### config.mk
export PLATFORM = sky130hd
export DESIGN_NAME = spi_burst_master
export DESIGN_NICKNAME = d
export VERILOG_FILES = /design/src/rtl/spi_burst_master.sv
export SDC_FILE = /design/constraint.sdc
export NUM_CORES = 1
export LEC_CHECK = 0
export CELL_PAD_IN_SITES_DETAIL_PLACEMENT = 0
export CELL_PAD_IN_SITES_GLOBAL_PLACEMENT = 1
export CORE_MARGIN = 8
export CORE_UTILIZATION = 53
export CTS_CLUSTER_DIAMETER = 80
export CTS_CLUSTER_SIZE = 40
export DETAILED_ROUTE_END_ITERATION = 12
export GPL_TIMING_DRIVEN = 0
export PLACE_DENSITY_LB_ADDON = 0.1
export REMOVE_ABC_BUFFERS = 1
export SETUP_SLACK_MARGIN = 0.05
export SLEW_MARGIN = 10
export SYNTH_ARGS = -nofsm -noshare
export SYNTH_HDL_FRONTEND = slang
export SYNTH_SLANG_ARGS = --single-unit
export TNS_END_PERCENT = 10
### constraint.sdc
create_clock -name clk -period 5.75 [get_ports clk]
set_input_delay 1.15 -clock clk [delete_from_list [all_inputs] [get_ports clk]]
set_output_delay 1.15 -clock clk [all_outputs]
set_load 0.1 [all_outputs]
### src/rtl/spi_burst_master.sv
module spi_burst_master #(
  parameter int DW    = 32,
  parameter int DEPTH = 8,
  parameter int LEN_W = 12,
  parameter int DIV_W = 8
) (
  input  logic             clk,
  input  logic             rst_n,
  input  logic [LEN_W-1:0] burst_len,
  input  logic [DIV_W-1:0] clk_div,
  input  logic             start,
  input  logic             tx_push,
  input  logic [DW-1:0]    tx_data,
  output logic             tx_full,
  output logic             tx_empty,
  input  logic             rx_pop,
  output logic [DW-1:0]    rx_data,
  output logic             rx_full,
  output logic             rx_empty,
  output logic             sclk,
  output logic             mosi,
  input  logic             miso,
  output logic             cs_n,
  output logic             busy,
  output logic             done
);
  localparam int PW = $clog2(DEPTH);
  localparam int CW = PW + 1;
  localparam int BW = $clog2(DW);
  localparam int LW = LEN_W + 1;

  typedef enum logic [1:0] {S_IDLE, S_FETCH, S_LOW, S_HIGH} st_t;
  st_t st;

  logic [LEN_W-1:0] len_m1;
  logic [DIV_W-1:0] div_r, cnt;
  logic [LW-1:0]    left;
  logic [BW-1:0]    bidx, rxn;
  logic [DW-1:0]    sreg, rx_sh;
  logic             first, sclk_r, done_r;

  logic [DW-1:0] tx_mem [DEPTH];
  logic [DW-1:0] rx_mem [DEPTH];
  logic [PW-1:0] tx_wp, tx_rp, rx_wp, rx_rp;
  logic [CW-1:0] tx_cnt, rx_cnt;

  wire          rise        = (st == S_LOW) && (cnt == div_r);
  wire          rx_word_end = (rxn == BW'(DW-1)) || (left == LW'(1));
  wire [DW-1:0] rx_din      = {rx_sh[DW-2:0], miso};
  wire          tx_we       = tx_push && !tx_full;
  wire          tx_re       = (st == S_FETCH) && !tx_empty;
  wire          rx_we       = rise && rx_word_end && !rx_full;
  wire          rx_re       = rx_pop && !rx_empty;

  assign tx_full  = tx_cnt == CW'(DEPTH);
  assign tx_empty = tx_cnt == '0;
  assign rx_full  = rx_cnt == CW'(DEPTH);
  assign rx_empty = rx_cnt == '0;
  assign rx_data  = rx_mem[rx_rp];
  assign busy     = st != S_IDLE;
  assign cs_n     = !busy;
  assign sclk     = sclk_r;
  assign mosi     = busy ? sreg[bidx] : 1'b0;
  assign done     = done_r;

  always_ff @(posedge clk) begin
    if (tx_we) tx_mem[tx_wp] <= tx_data;
    if (rx_we) rx_mem[rx_wp] <= rx_din;
  end

  always_ff @(posedge clk or negedge rst_n) begin
    if (!rst_n) begin
      tx_wp <= '0; tx_rp <= '0; tx_cnt <= '0;
      rx_wp <= '0; rx_rp <= '0; rx_cnt <= '0;
    end else begin
      if (tx_we) tx_wp <= tx_wp + 1'b1;
      if (tx_re) tx_rp <= tx_rp + 1'b1;
      if (tx_we && !tx_re) tx_cnt <= tx_cnt + 1'b1;
      else if (!tx_we && tx_re) tx_cnt <= tx_cnt - 1'b1;
      if (rx_we) rx_wp <= rx_wp + 1'b1;
      if (rx_re) rx_rp <= rx_rp + 1'b1;
      if (rx_we && !rx_re) rx_cnt <= rx_cnt + 1'b1;
      else if (!rx_we && rx_re) rx_cnt <= rx_cnt - 1'b1;
    end
  end

  always_ff @(posedge clk or negedge rst_n) begin
    if (!rst_n) begin
      st <= S_IDLE; len_m1 <= '0; div_r <= '0; cnt <= '0; left <= '0;
      bidx <= '0; rxn <= '0; sreg <= '0; rx_sh <= '0;
      first <= 1'b0; sclk_r <= 1'b0; done_r <= 1'b0;
    end else begin
      done_r <= 1'b0;
      case (st)
        S_IDLE: if (start) begin
          len_m1 <= burst_len;
          div_r  <= clk_div;
          left   <= {1'b0, burst_len} + LW'(1);
          first  <= 1'b1;
          rxn    <= '0;
          rx_sh  <= '0;
          st     <= S_FETCH;
        end
        S_FETCH: if (!tx_empty) begin
          sreg  <= tx_mem[tx_rp];
          bidx  <= first ? len_m1[BW-1:0] : BW'(DW-1);
          first <= 1'b0;
          cnt   <= '0;
          st    <= S_LOW;
        end
        S_LOW: if (rise) begin
          sclk_r <= 1'b1;
          cnt    <= '0;
          rx_sh  <= rx_word_end ? '0 : rx_din;
          rxn    <= rx_word_end ? '0 : rxn + 1'b1;
          st     <= S_HIGH;
        end else cnt <= cnt + 1'b1;
        S_HIGH: if (cnt == div_r) begin
          sclk_r <= 1'b0;
          cnt    <= '0;
          left   <= left - LW'(1);
          if (left == LW'(1)) begin
            st     <= S_IDLE;
            done_r <= 1'b1;
          end else if (bidx == '0) st <= S_FETCH;
          else begin
            bidx <= bidx - 1'b1;
            st   <= S_LOW;
          end
        end else cnt <= cnt + 1'b1;
        default: st <= S_IDLE;
      endcase
    end
  end


  sclk_parked_chk: assert property (@(posedge clk) disable iff (!rst_n)
    (st == S_IDLE || st == S_FETCH) |-> !sclk_r);

  start_cs_chk: assert property (@(posedge clk) disable iff (!rst_n)
    (start && cs_n) |=> !cs_n);

  bit_step_chk: assert property (@(posedge clk) disable iff (!rst_n)
    $fell(sclk_r) |-> (left == $past(left) - LW'(1)));

  stall_hold_chk: assert property (@(posedge clk) disable iff (!rst_n)
    (st == S_FETCH && tx_empty) |=> (!sclk_r && !cs_n));

  done_release_chk: assert property (@(posedge clk) disable iff (!rst_n)
    done |-> (cs_n && !sclk_r && $past(!cs_n)));

  fifo_bound_chk: assert property (@(posedge clk) disable iff (!rst_n)
    (tx_cnt <= CW'(DEPTH)) && (rx_cnt <= CW'(DEPTH)));
endmodule

Word level (Yosys, flattened, before mapping)
Memories as Yosys holds them, arrays and structs flattened. A register that Yosys moved wholly into a read port is not among the register bits.
Cells that the tools add are included.

word-level totals
  memories kept = 2
  output and inout port bits = 41
  latch bits = 0
  flip-flop bits (word level) = 100
  logic and storage cells = 139
  bits in writable memories = 512
  memory bits (read-only) = 0
  input port bits = 58

cells by class
  bitwise logic cells = 1
  eq/ne operators = 14
  $add $sub $neg = 13
  magnitude comparators = 1
  div/mod/pow operators = 0
  shift operators = 0
  reduce and logical (&&, ||, !) cells = 43
  multipliers = 0
  muxes and demuxes = 48

memories
  memory  words  bits a word  read ports  clocked after Yosys merged registers in  wr ports  RTL line  source
  rx_mem  8      32           1           0                                        1         43        logic [DW-1:0] rx_mem [DEPTH];
  tx_mem  8      32           1           1                                        1         42        logic [DW-1:0] tx_mem [DEPTH];

operators by type and width
  operator                                                                 count
  31-bit 2-to-1 mux                                                        3
  31-bit one-hot mux with 2 select lines                                   1
  5-bit 2-to-1 mux                                                         8
  13-bit 2-to-1 mux                                                        2
  13-bit one-hot mux with 2 select lines                                   1
  8-bit 2-to-1 mux                                                         3
  8-bit one-hot mux with 3 select lines                                    1
  5-bit one-hot mux with 2 select lines                                    2
  4-bit 2-to-1 mux                                                         4
  2-bit nonzero test                                                       8
  12-bit by 1-bit adder with 13-bit output (second input constant)         1
  13-bit by 1-bit equality test with 1-bit output (second input constant)  1
  1-bit 2-to-1 mux                                                         13
  13-bit by 1-bit subtractor with 13-bit output (second input constant)    1
  3-bit by 1-bit adder with 3-bit output (second input constant)           4
  2-bit 2-to-1 mux                                                         6
  2-bit != test (second input constant)                                    6
  3-bit AND reduction                                                      4
  1-bit logical AND                                                        10
  1-bit zero test                                                          10
  4-bit by 1-bit adder with 4-bit output (second input constant)           2
  8-bit by 1-bit adder with 8-bit output (second input constant)           1
  4-bit equality test (second input constant)                              2
  8-bit equality test                                                      1
  other kinds (19)                                                         25

Depth between registers and ports, before layout
Gate-level depths: netlist (run 1).

  depth in word-level cells = 8
  depth in mapped cells = 13
  depth with buffers taken out = 13

Worst setup path after synthesis (run 1)
OpenSTA, ideal clock, no wires.

  path type = register to register
  start = reg rx_cnt[0]
  end = reg rx_cnt[3]
  data required time = 5.625 ns
  buffers on the path = 0
  period minus slack after synthesis = 5.373 ns
  stages on the path, launching flop included = 12
  setup slack = 0.377 ns
  setup time = 0.125 ns
  arrival = 5.247 ns
  cell sequence = dfrtp_1 nor4b_1 nor2b_1 nor4b_4 ha_1 inv_1 ha_1 a21o_1 a21oi_1 xnor2_1 nor2_1 xor2_1

between the ends
  longest elaborated chain between the ends = 6
  elaborated cells between the ends (all ways) = 15
  classes of those cells = add/sub: 2; eq/ne: 1; mux: 2; reduce/logical: 10

ends and longest elaborated chain
  item                          RTL line  source
  start: declaration            45        logic [CW-1:0] tx_cnt, rx_cnt;
  start signal: assignment      82        if (rx_we && !rx_re) rx_cnt <= rx_cnt + 1'b1;
  start signal: assignment      83        else if (!rx_we && rx_re) rx_cnt <= rx_cnt - 1'b1;
  4-bit equality test (*)       57        assign rx_full = rx_cnt == CW'(DEPTH);
  named net rx_full             18        output logic rx_full,
  1-bit zero test (*)           52        wire rx_we = rise && rx_word_end && !rx_full;
  1-bit logical AND (*)         52
  named net rx_we               52
  1-bit zero test               83
  1-bit logical AND             83
  2-bit nonzero test (no line)  -

The timed path passes the listed nets; every way through them passes the cells marked *. The select of a mux whose other input is x is not followed.
A chain may end at the register's enable or synchronous reset.

Final worst setup path (run 1)
  start = reg bidx[0]
  end = out mosi

between the ends
  longest elaborated chain between the ends = 3

ends and longest elaborated chain
  item                                       RTL line  source
  start: declaration                         38        logic [BW-1:0] bidx, rxn;
  start signal: assignment                   106       bidx <= first ? len_m1[BW-1:0] : BW'(DW-1);
  start signal: assignment                   127       bidx <= bidx - 1'b1;
  1-bit binary-select mux with 5-bit select  63        assign mosi = busy ? sreg[bidx] : 1'b0;
  1-bit 2-to-1 mux (not written as such)     63
  1-bit 2-to-1 mux                           63
  end: declaration                           21        output logic mosi,

Every way passes these cells. The select of a mux whose other input is x is not followed.

==> results.md, run 1 <==
* TritonCTS clock tree: done
* Critical Path, Cell by Cell: mux4_2 > mux2i_1 > nor2_1 > o22ai_1 > a221oi_1 > clkdlybuf4s50_1
* Highest-count cells in the layout ignoring fill and taps: 512 x edfxtp_1, 136 x mux4_2, 126 x dfrtp_1
* Largest net degree at the start of global routing at 88
* Hold Crit Class: primary input to asynchronous set/reset pin
* Crit-path max cell delay at 1220 ps
* Status: finished clean
* CTS root buf: clkbuf_16
* Clock buffer count from CTS at 30
* Setup WS pre-CTS at 1260 ps
* Die Ht at 236 um
* Layout cells sized above 1 at 22.9%
* Initial Utilization at 53.7%
* Antenna violations before repair at 2
* Period Utilization, post-route at 87.6%
* Most frequent standard cell in the layout excluding fill and tap cells: edfxtp_1
* CTS H-tree depth at 1
* Slew @ Worst Pin at 1050 ps
* Die area at 0.0557 mm2
* Seq/Total Area, Yosys at 72.9%
* CTS Hold Bufs at 0
* Final setup viols at 0
* Antenna diode instance count at 0
* Req. time, crit path at 4600 ps
* Setup ws final at 714 ps
* Max IR drop VDD at 301 uV
* Synthesized area per cell at 19.0 um2
* Grt ovf at 0
* CP max stage cell: clkdlybuf4s50_1
* Yosys top cell by area: edfxtp_1
* Row cnt at 80
* Vias per cell at 5.89
* Final slew viol count at 0
* RSZ-0062 raised after global routing: no
* I/O pin total at 99
* DR pass1 iterations at 5
* Rel. slew slack at 29.6%
* Post-layout minimum cycle time at 5040 ps
* Largest cells by area after synthesis: edfxtp_1 60%, dfrtp_1 13%, mux4_2 12%
* Dpl hpwl at 32400 um
* Max Cap Viol at 0
* First-pass GRT wire length at 79300 um
* Pwr dens at 440 mW/mm2
* EDFF count, synth at 512
* Vias at 12.4k
* Post-synth top area share at 60.0%
* Vias in the first global route at 13.0k
* Fin util at 61.4%
* Synth Cell Area at 0.0256 mm2
* Fmax at 199 MHz
* Synth Instances at 1349
* Worst-path maximum fanout at 9
* Later-pin clock latency in the skew report at 630 ps
* Final hold vios at 0
* PortBufs at 98
* Final #Nets at 1549
* Clock Skews at 44.2 ps
* DR iter-0 viols at 756
* Post-synthesis register bit count at 644
* Ys flop type: edfxtp_1
* DRC errors left at 0
* DR WL/cell at 23.9 um
* GP Congestion at 0.749
* Arrival time worst endpoint at 3890 ps
* Worst setup SP type: flop
* Die width at 236 um
* Count of cells resized by post-cts repair at 0
* Async SR Flop Fraction at 20.5%
* Synthesis-to-finish area growth at 14.4%
* Lkg Pwr at 0.00995 uW
* Final wirelength at 50500 um
* Crit. End Element: output port
* Worst-path clk slew at 110 ps
* TritonCTS Sinks at 644
* Cell variety after synth at 69
* Setup Fix Bufs, Post-CTS at 0
* Post-route ant nets at 0
* Gr usage total at 18.2%
* Syn. warnings at 0
* Core footprint at 0.0477 mm2
* Crit path kind: flop to output port
* CTS Buffer Depth at 3
metrics by stage:
stage	area (um2)	std cells	setup TNS, ps	total power, uW	hold WS, ps
2_1_floorplan	25400	1283	0	8940	445
3_3_place_gp	27100	1996	-972890	10100	458
3_5_place_dp	28000	2054	0	10100	467
4_1_cts	29300	2110	0	13100	409
5_1_grt	29300	2110	0	13500	423
6_report	29300	2110	0	12900	424
cell usage after synthesis, drive strengths merged (3+ instances only):
library cell / n
and4: 3
a22o: 35
o22ai: 3
nand2b: 4
nor2: 35
nand4: 5
xnor2: 26
edfxtp: 512
ha: 18
xor2: 10
mux2: 51
nor2b: 10
nand2: 74
or3: 4
a31oi: 7
a21o: 4
buf: 31
and3: 5
nand3: 13
o21bai: 5
clkbuf: 35
a211oi: 3
nor4: 8
a21oi: 15
a32o: 3
a22oi: 3
nor3: 13
inv: 18
nor4b: 6
dfrtp: 132
mux2i: 33
mux4: 136
nor3b: 7
o21ai: 55
worst max-delay path: cells and delay by family, from the launching register on:
kind | cells | cell delay (ps)
buffers and inverters | 1 | 1220
flip-flops | 1 | 860
AND/OR/NAND/NOR | 1 | 130
AO/OA/AOI/OAI | 2 | 510
multiplexers | 2 | 550
layout make-up:
cell class                      count  area (um2)
Fill cell                        3366       18400
Tap cell                          615         769
Timing Repair Buffer              156        1770
Inverter                           19        72.6
Clock inverter                     25         534
Sequential cell                   644       18700
Multi-Input combinational cell    620        6710
Clock buffer                       31         776
state kept, by name (all words and copies together), names as in the netlist:
register  cells
tx_rp         3
rx_sh        31
rx_mem      256
sreg         32
rxn           5
tx_cnt        4
bidx          5
rx_cnt        4
st            2
rx_wp         3
left         13
first         1
sclk          1
len_m1        5
tx_mem      256
cnt           8
div_r         8
done          1
tx_wp         3
rx_rp         3
kinds of logic after synthesis:
kind of cell    Yosys count  share of synthesized area [%]
xor+xnor                 36                           1.23
compound gates          150                           4.08
mux                     220                           15.5
simple gates            194                           3.92
flops                   644                           72.9
buf+inv                  85                           1.39
fa+ha+maj                20                           1.03
power by group:
part	leakage, uW	total (uW)	internal [uW]	switching [uW]
Sequential	0.00641	6040	5500	538
Combinational	0.00294	3880	1580	2310
Clock	0.000611	2980	1250	1730
Total	0.00995	12900	8330	4570
worst paths after layout:
kind / from / end / slack [ps] / cells past startpoint
min in group clk: sreg[31] / sreg[31] / 490 / 2
hold / removal: rst_n / rx_cnt[3] / 420 / 1
setup / recovery: bidx[0] / mosi / 710 / 6
max in group asynchronous: rst_n / tx_rp[0] / 4480 / 2
setup reg to reg: left[1] / rx_mem[3][10] / 2380 / 8
hold reg to reg: sreg[31] / sreg[31] / 490 / 2
routing by layer:
layer  global-route usage (%)  routed length, um
met1                     24.2              21800
met2                     32.4              26500
met3                     2.23               1300
met4                     3.37                899
met5                        0                 27
Power figures use the tool's default switching activity.
==> inputs of run 2 (changes only) <==
SLEW_MARGIN = 20   (was 10)
==> results.md, run 2 (same netlist as run 1, synthesis figures left out) <==
* CTS H-tree depth at 1 (unchanged)
* Routing usage on met2 at 32.8% (+0.36 points)
* Core footprint at 0.0477 mm2 (unchanged)
* Placed Instances at 2067 (+0.63%)
* Final hold vios at 0 (unchanged)
* Status: finished clean
* DR iter-0 viols at 903 (+19%)
* Clock Skews at 46.6 ps (+2.35 ps)
* M3 GR Usage at 2.20% (-0.023 points)
* Register area at 0.0187 mm2 (about the same)
* Setup WS pre-CTS at 1230 ps (-31.5 ps)
* GRT busiest layer: met2
* TritonCTS Sinks at 644 (unchanged)
* Vias per cell at 5.89 (+0.12%)
* I/O pin total at 99 (unchanged)
* Vias in the first global route at 13.1k (+0.92%)
* Placed Area at 0.0282 mm2 (+0.60%)
* Arrival time worst endpoint at 3850 ps (-40 ps)
* Die width at 236 um (unchanged)
* Final setup viols at 0 (unchanged)
* Final slew viol count at 0 (unchanged)
* Most frequent standard cell in the layout excluding fill and tap cells: edfxtp_1
* DR pass1 iterations at 5 (unchanged)
* Vias at 12.5k (+0.74%)
* Period Utilization, post-route at 87.0% (-0.60 points)
* Setup Fix Bufs, Post-CTS at 0 (unchanged)
* RSZ-0062 raised after global routing: no
* Reg power frac at 46.6% (-0.2 points)
* Worst-path maximum fanout at 9 (unchanged)
* Combinational power share at 30.7% (+0.6 points)
* Row cnt at 80 (unchanged)
* Largest registers: rx_mem x256, tx_mem x256, sreg x32
* M1 GR Usage at 24.5% (+0.39 points)
* Initial Utilization at 53.7% (unchanged)
* Antenna violations before repair at 2 (unchanged)
* CTS Buffer Depth at 3 (unchanged)
* P_int at 8280 uW (-0.56%)
* Final TNS setup at 0 ps (unchanged)
* Pwr dens at 437 mW/mm2 (-0.69%)
* DRC errors left at 0 (unchanged)
* Slew @ Worst Pin at 1040 ps (-8.89 ps)
* Final wirelength at 50600 um (+0.30%)
* First-pass GRT wire length at 80100 um (+0.99%)
* Max Cap Viol at 0 (unchanged)
* Highest-count cells in the layout ignoring fill and taps: 512 x edfxtp_1, 136 x mux4_2, 126 x dfrtp_1
* Fmax at 200 MHz (+0.69%)
* NetSw at 4600 uW (+0.52%)
* Switching Fraction at 35.7% (+0.25 points)
* Clock buffer count from CTS at 30 (unchanged)
* Post-route insts no fill at 2123 (+0.62%)
* Gr usage total at 18.4% (+0.18 points)
* Setup slack, reg-to-reg at 2030 ps (-350 ps)
* Crit path kind: flop to output port
* Die Ht at 236 um (unchanged)
* Clock Power Share at 22.8% (-0.3 points)
* TritonCTS clock tree: done
* Filler instances at 3365 (-0.030%)
* Area of the multi-input gates at 0.00671 mm2 (unchanged)
* Grt ovf at 0 (unchanged)
* Lkg Pwr at 0.0100 uW (+0.90%)
* Antenna diode instance count at 0 (unchanged)
* Worst setup SP type: flop
* Synthesis-to-finish area growth at 15.0%
* GP Congestion at 0.749 (unchanged)
* CTS root buf: clkbuf_16
* CTS Hold Bufs at 0 (unchanged)
* Largest net degree at the start of global routing at 88 (unchanged)
* Hold Crit Class: primary input to asynchronous set/reset pin
* Count of cells resized by post-cts repair at 0 (unchanged)
* DR WL/cell at 23.9 um (-0.31%)
* Post-layout minimum cycle time at 5000 ps (-34.5 ps)
* Crit. End Element: output port
* Layout cells sized above 1 at 23.5% (+0.60 points)
* Setup ws final at 749 ps (+34.5 ps)
* Max IR drop VDD at 321 uV (+6.6%)
* Final #Nets at 1562 (+0.84%)
* Worst-path clk slew at 120 ps (about the same)
* Later-pin clock latency in the skew report at 630 ps (about the same)
* Fin util at 61.7% (+0.31 points)
* Design area at 0.0295 mm2 (+0.51%)
* PortBufs at 98 (unchanged)
* Die area at 0.0557 mm2 (unchanged)
* Dpl hpwl at 33400 um (+3.0%)
* Rel. slew slack at 30.2% (+0.59 points)
* Post-route ant nets at 0 (unchanged)
* Req. time, crit path at 4600 ps (about the same)
==> run 2: changes by cell type in the layout (fill, tap and decap cells not counted), sizes merged <==
| cell | previous run | this run |
|---|---|---|
| inv | 29 | 30 |
| buf | 59 | 72 |
| clkbuf | 31 | 32 |
| bufinv | 2 | 0 |
==> run 2: cell type report <==
type | count | area share, %
flip-flops and latches | 644 | 63.4
multi-input cells | 620 | 22.8
well taps | 615 | 2.61
repair buffers | 169 | 6.57
inverters | 19 | 0.246
clock buffers | 32 | 2.64
clock inverters | 24 | 1.74
==> run 2: final timing paths <==
path,start,endpoint,cells past startpoint
setup / recovery,bidx[0],mosi,6
hold / removal,rst_n,rx_cnt[0],1
setup reg to reg,left[1],rx_mem[1][19],10
hold reg to reg,sreg[23],sreg[23],2
max in group asynchronous,rst_n,tx_rp[0],2
min in group clk,sreg[23],sreg[23],2
==> run 2: power by group through the flow <==
stage | clock (uW) | combinational, uW | sequential (uW)
6_report | 2930 | 3950 | 6000
5_1_grt | 3160 | 4220 | 6080
4_1_cts | 3000 | 4030 | 6010
3_5_place_dp | 0 | 4020 | 6110
3_3_place_gp | 0 | 3620 | 6440
2_1_floorplan | 0 | 2790 | 6150
==> run 2: layer usage <==
layer  up-vias  part of all wire [%]
met5         -                 0.053
met3        51                   3.3
met4         4                   1.6
li1       5653                     -
met2       230                    52
met1      6575                    43
==> run 2: metrics by stage <==
| stage | hold WS (ps) | power (uW) |
|---|---|---|
| after floorplan | 445 | 8940 |
| after global placement | 458 | 10100 |
| after detailed placement | 466 | 10100 |
| after CTS | 409 | 13000 |
| after global routing | 425 | 13500 |
| final | 416 | 12900 |
==> run 2: critical path: stages, from the launching register on <==
cell	delay, ps
dfrtp_1	830
mux4_2	410
mux2i_1	130
nor2_1	120
o22ai_1	90
a221oi_1	420
clkdlybuf4s50_1	1220
==> inputs of run 3 (changes only) <==
PLACE_DENSITY_LB_ADDON = 0.25   (was 0.1)
SKIP_LAST_GASP = 1   (was not set)
==> results.md, run 3 (same netlist as run 1, synthesis figures left out) <==
* Status: finished clean
* Die Ht at 236 um (unchanged)
* Final hold vios at 0 (unchanged)
* Register area at 0.0187 mm2 (unchanged)
* Design area at 0.0294 mm2 (-0.25%)
* Clock Skews at 49.2 ps (+2.59 ps)
* Final wirelength at 49900 um (-1.5%)
* Rel. slew slack at 31.1% (+0.89 points)
* PortBufs at 98 (unchanged)
* Combinational power share at 30.9% (+0.2 points)
* Max IR drop VDD at 295 uV (-8.0%)
* P_int at 8280 uW (about the same)
* CP bufs+invs at 1 (unchanged)
* Worst-path clk slew at 130 ps (about the same)
* Worst-path maximum fanout at 9 (unchanged)
* Final TNS setup at 0 ps (unchanged)
* Critical Path, Cell by Cell: mux4_2 > mux2i_1 > nor2_1 > o22ai_1 > a221oi_1 > clkdlybuf4s50_1
* Largest net degree at the start of global routing at 75 (-15%)
* Crit path kind: flop to output port
* Period Utilization, post-route at 86.7% (-0.24 points)
* Slew @ Worst Pin at 1030 ps (-13.3 ps)
* Die area at 0.0557 mm2 (unchanged)
* Clock Power Share at 22.3% (-0.5 points)
* Vias in the first global route at 13.2k (+0.28%)
* Layout cells sized above 1 at 23.3% (-0.14 points)
* Count of cells resized by post-cts repair at 0 (unchanged)
* Arrival time worst endpoint at 3840 ps (about the same)
* NetSw at 4510 uW (-2.0%)
* Worst Setup SP: bidx[0]
* Crit-path max cell delay at 1240 ps (+20 ps)
* Max Cap Viol at 0 (unchanged)
* Later-pin clock latency in the skew report at 620 ps (about the same)
* Reg2reg start: left[1]
* I/O pin total at 99 (unchanged)
* Most frequent standard cell in the layout excluding fill and tap cells: edfxtp_1
* TritonCTS clock tree: done
* Gr usage total at 18.0% (-0.37 points)
* Worst setup SP type: flop
* Placed Area at 0.0282 mm2 (about the same)
* Crit. End Element: output port
* Reg power frac at 46.7% (about the same)
* DRC errors left at 0 (unchanged)
* Dpl hpwl at 32900 um (-1.5%)
* CTS Buffer Depth at 3 (unchanged)
* Final setup viols at 0 (unchanged)
* Highest-count cells in the layout ignoring fill and taps: 512 x edfxtp_1, 136 x mux4_2, 126 x dfrtp_1
* Synthesis-to-finish area growth at 14.7%
* Switching Fraction at 35.3% (-0.44 points)
* Largest registers: rx_mem x256, tx_mem x256, sreg x32
* First-pass GRT wire length at 78900 um (-1.5%)
* Vias per cell at 5.90 (about the same)
* Final slew viol count at 0 (unchanged)
* Lkg Pwr at 0.0100 uW (-0.26%)
* RSZ-0062 raised after global routing: no
* FF-to-FF path depth at 10 (unchanged)
* Initial Utilization at 53.7% (unchanged)
* PnR Total Power at 12800 uW (-0.73%)
* CTS root buf: clkbuf_16
* Filler instances at 3329 (-1.1%)
* GP Congestion at 0.776 (+3.6%)
* Worst Setup EP: mosi
* CTS H-tree depth at 1 (unchanged)
* Pwr dens at 435 mW/mm2 (-0.49%)
* DR WL/cell at 23.5 um (-1.4%)
* Die width at 236 um (unchanged)
* Req. time, crit path at 4600 ps (about the same)
* DR iter-0 viols at 876 (-3.0%)
* R2R Path End: rx_mem[0][10]
* Post-layout minimum cycle time at 4990 ps (-13.8 ps)
* Final #Nets at 1560 (-0.13%)
* Vias at 12.5k (-0.11%)
* Area of the multi-input gates at 0.00671 mm2 (unchanged)
* Row cnt at 80 (unchanged)
* Fmax at 201 MHz (+0.28%)
* CTS Hold Bufs at 0 (unchanged)
* Setup slack, reg-to-reg at 2300 ps (+270 ps)
* Grt ovf at 0 (unchanged)
* Crit path max-delay family: buffers and inverters
* Worst path depth at 6 (unchanged)
* Antenna violations before repair at 3 (+1)
* TritonCTS Sinks at 644 (unchanged)
* DR pass1 iterations at 5 (unchanged)
* Hold Crit Class: primary input to asynchronous set/reset pin
* Core footprint at 0.0477 mm2 (unchanged)
* CP max stage cell: clkdlybuf4s50_1
* Post-route ant nets at 0 (unchanged)
* Setup Fix Bufs, Post-CTS at 0 (unchanged)
* Clock buffer count from CTS at 29 (-3.3%)
-- run 3: cell count changes in the layout (fill, tap and decap cells not counted), moves of 2 or more --
| cell | change |
|---|---|
| buf_12 | +3 |
| buf_2 | +2 |
| buf_4 | -4 |
| buf_8 | -2 |
| bufinv_16 | +2 |
| clkbuf_16 | -2 |
| clkinv_16 | -3 |
| inv_8 | +2 |
-- run 3: final cells by class --
type	instances	share of cell area [%]
Tap cell	615	2.62
Sequential cell	644	63.6
Timing Repair Buffer	168	6.57
Multi-Input combinational cell	620	22.8
Antenna cell	1	0.00851
Clock buffer	29	2.47
Clock inverter	24	1.69
Inverter	19	0.247
-- run 3: stage by stage --
step | cells | worst slack, ps | utilization [%] | hold WS (ps)
6_report | 2120 | 763 | 61.6 | 454
5_1_grt | 2119 | 580 | 61.6 | 470
4_1_cts | 2119 | 696 | 61.6 | 465
3_5_place_dp | 2066 | 1400 | 59.0 | 467
3_3_place_gp | 1996 | -3500 | 56.8 | 457
2_1_floorplan | 1283 | 377 | - | 445
-- run 3: worst min path at each step --
stage | startpoint | cells past startpoint | to | slack [ps]
6_report | rst_n | 1 | sreg[14] | 450
5_1_grt | rst_n | 1 | sreg[10] | 470
4_1_cts | rst_n | 1 | sreg[29] | 460
3_5_place_dp | sreg[22] | 2 | sreg[22] | 470
3_3_place_gp | sreg[13] | 2 | sreg[13] | 460
2_1_floorplan | sreg[12] | 2 | sreg[12] | 440
-- run 3: metal layers --
layer,GRT usage (%),vias up,part of all wire (%)
li1,-,5663,-
met1,23.5,6596,42
met2,32.5,183,53
met3,2.50,53,3.2
met4,3.01,4,1.5
met5,0,-,0.046
-- run 3: power by group through the flow --
stage	registers, uW	logic, uW	clock network, uW
2_1_floorplan	6150	2790	0
3_3_place_gp	6420	3600	0
3_5_place_dp	6090	4010	0
4_1_cts	5990	4020	2930
5_1_grt	6050	4220	3070
6_report	5980	3950	2860
-- run 3: worst reg2reg max path, stage by stage, from the launching register on --
cell	delay, ps
dfrtp_1	420
inv_1	100
ha_1	140
nor3b_1	310
a41oi_2	260
nor4b_4	560
nand2b_2	240
nor3_2	500
buf_4	300
buf_6	170
buf_4	170
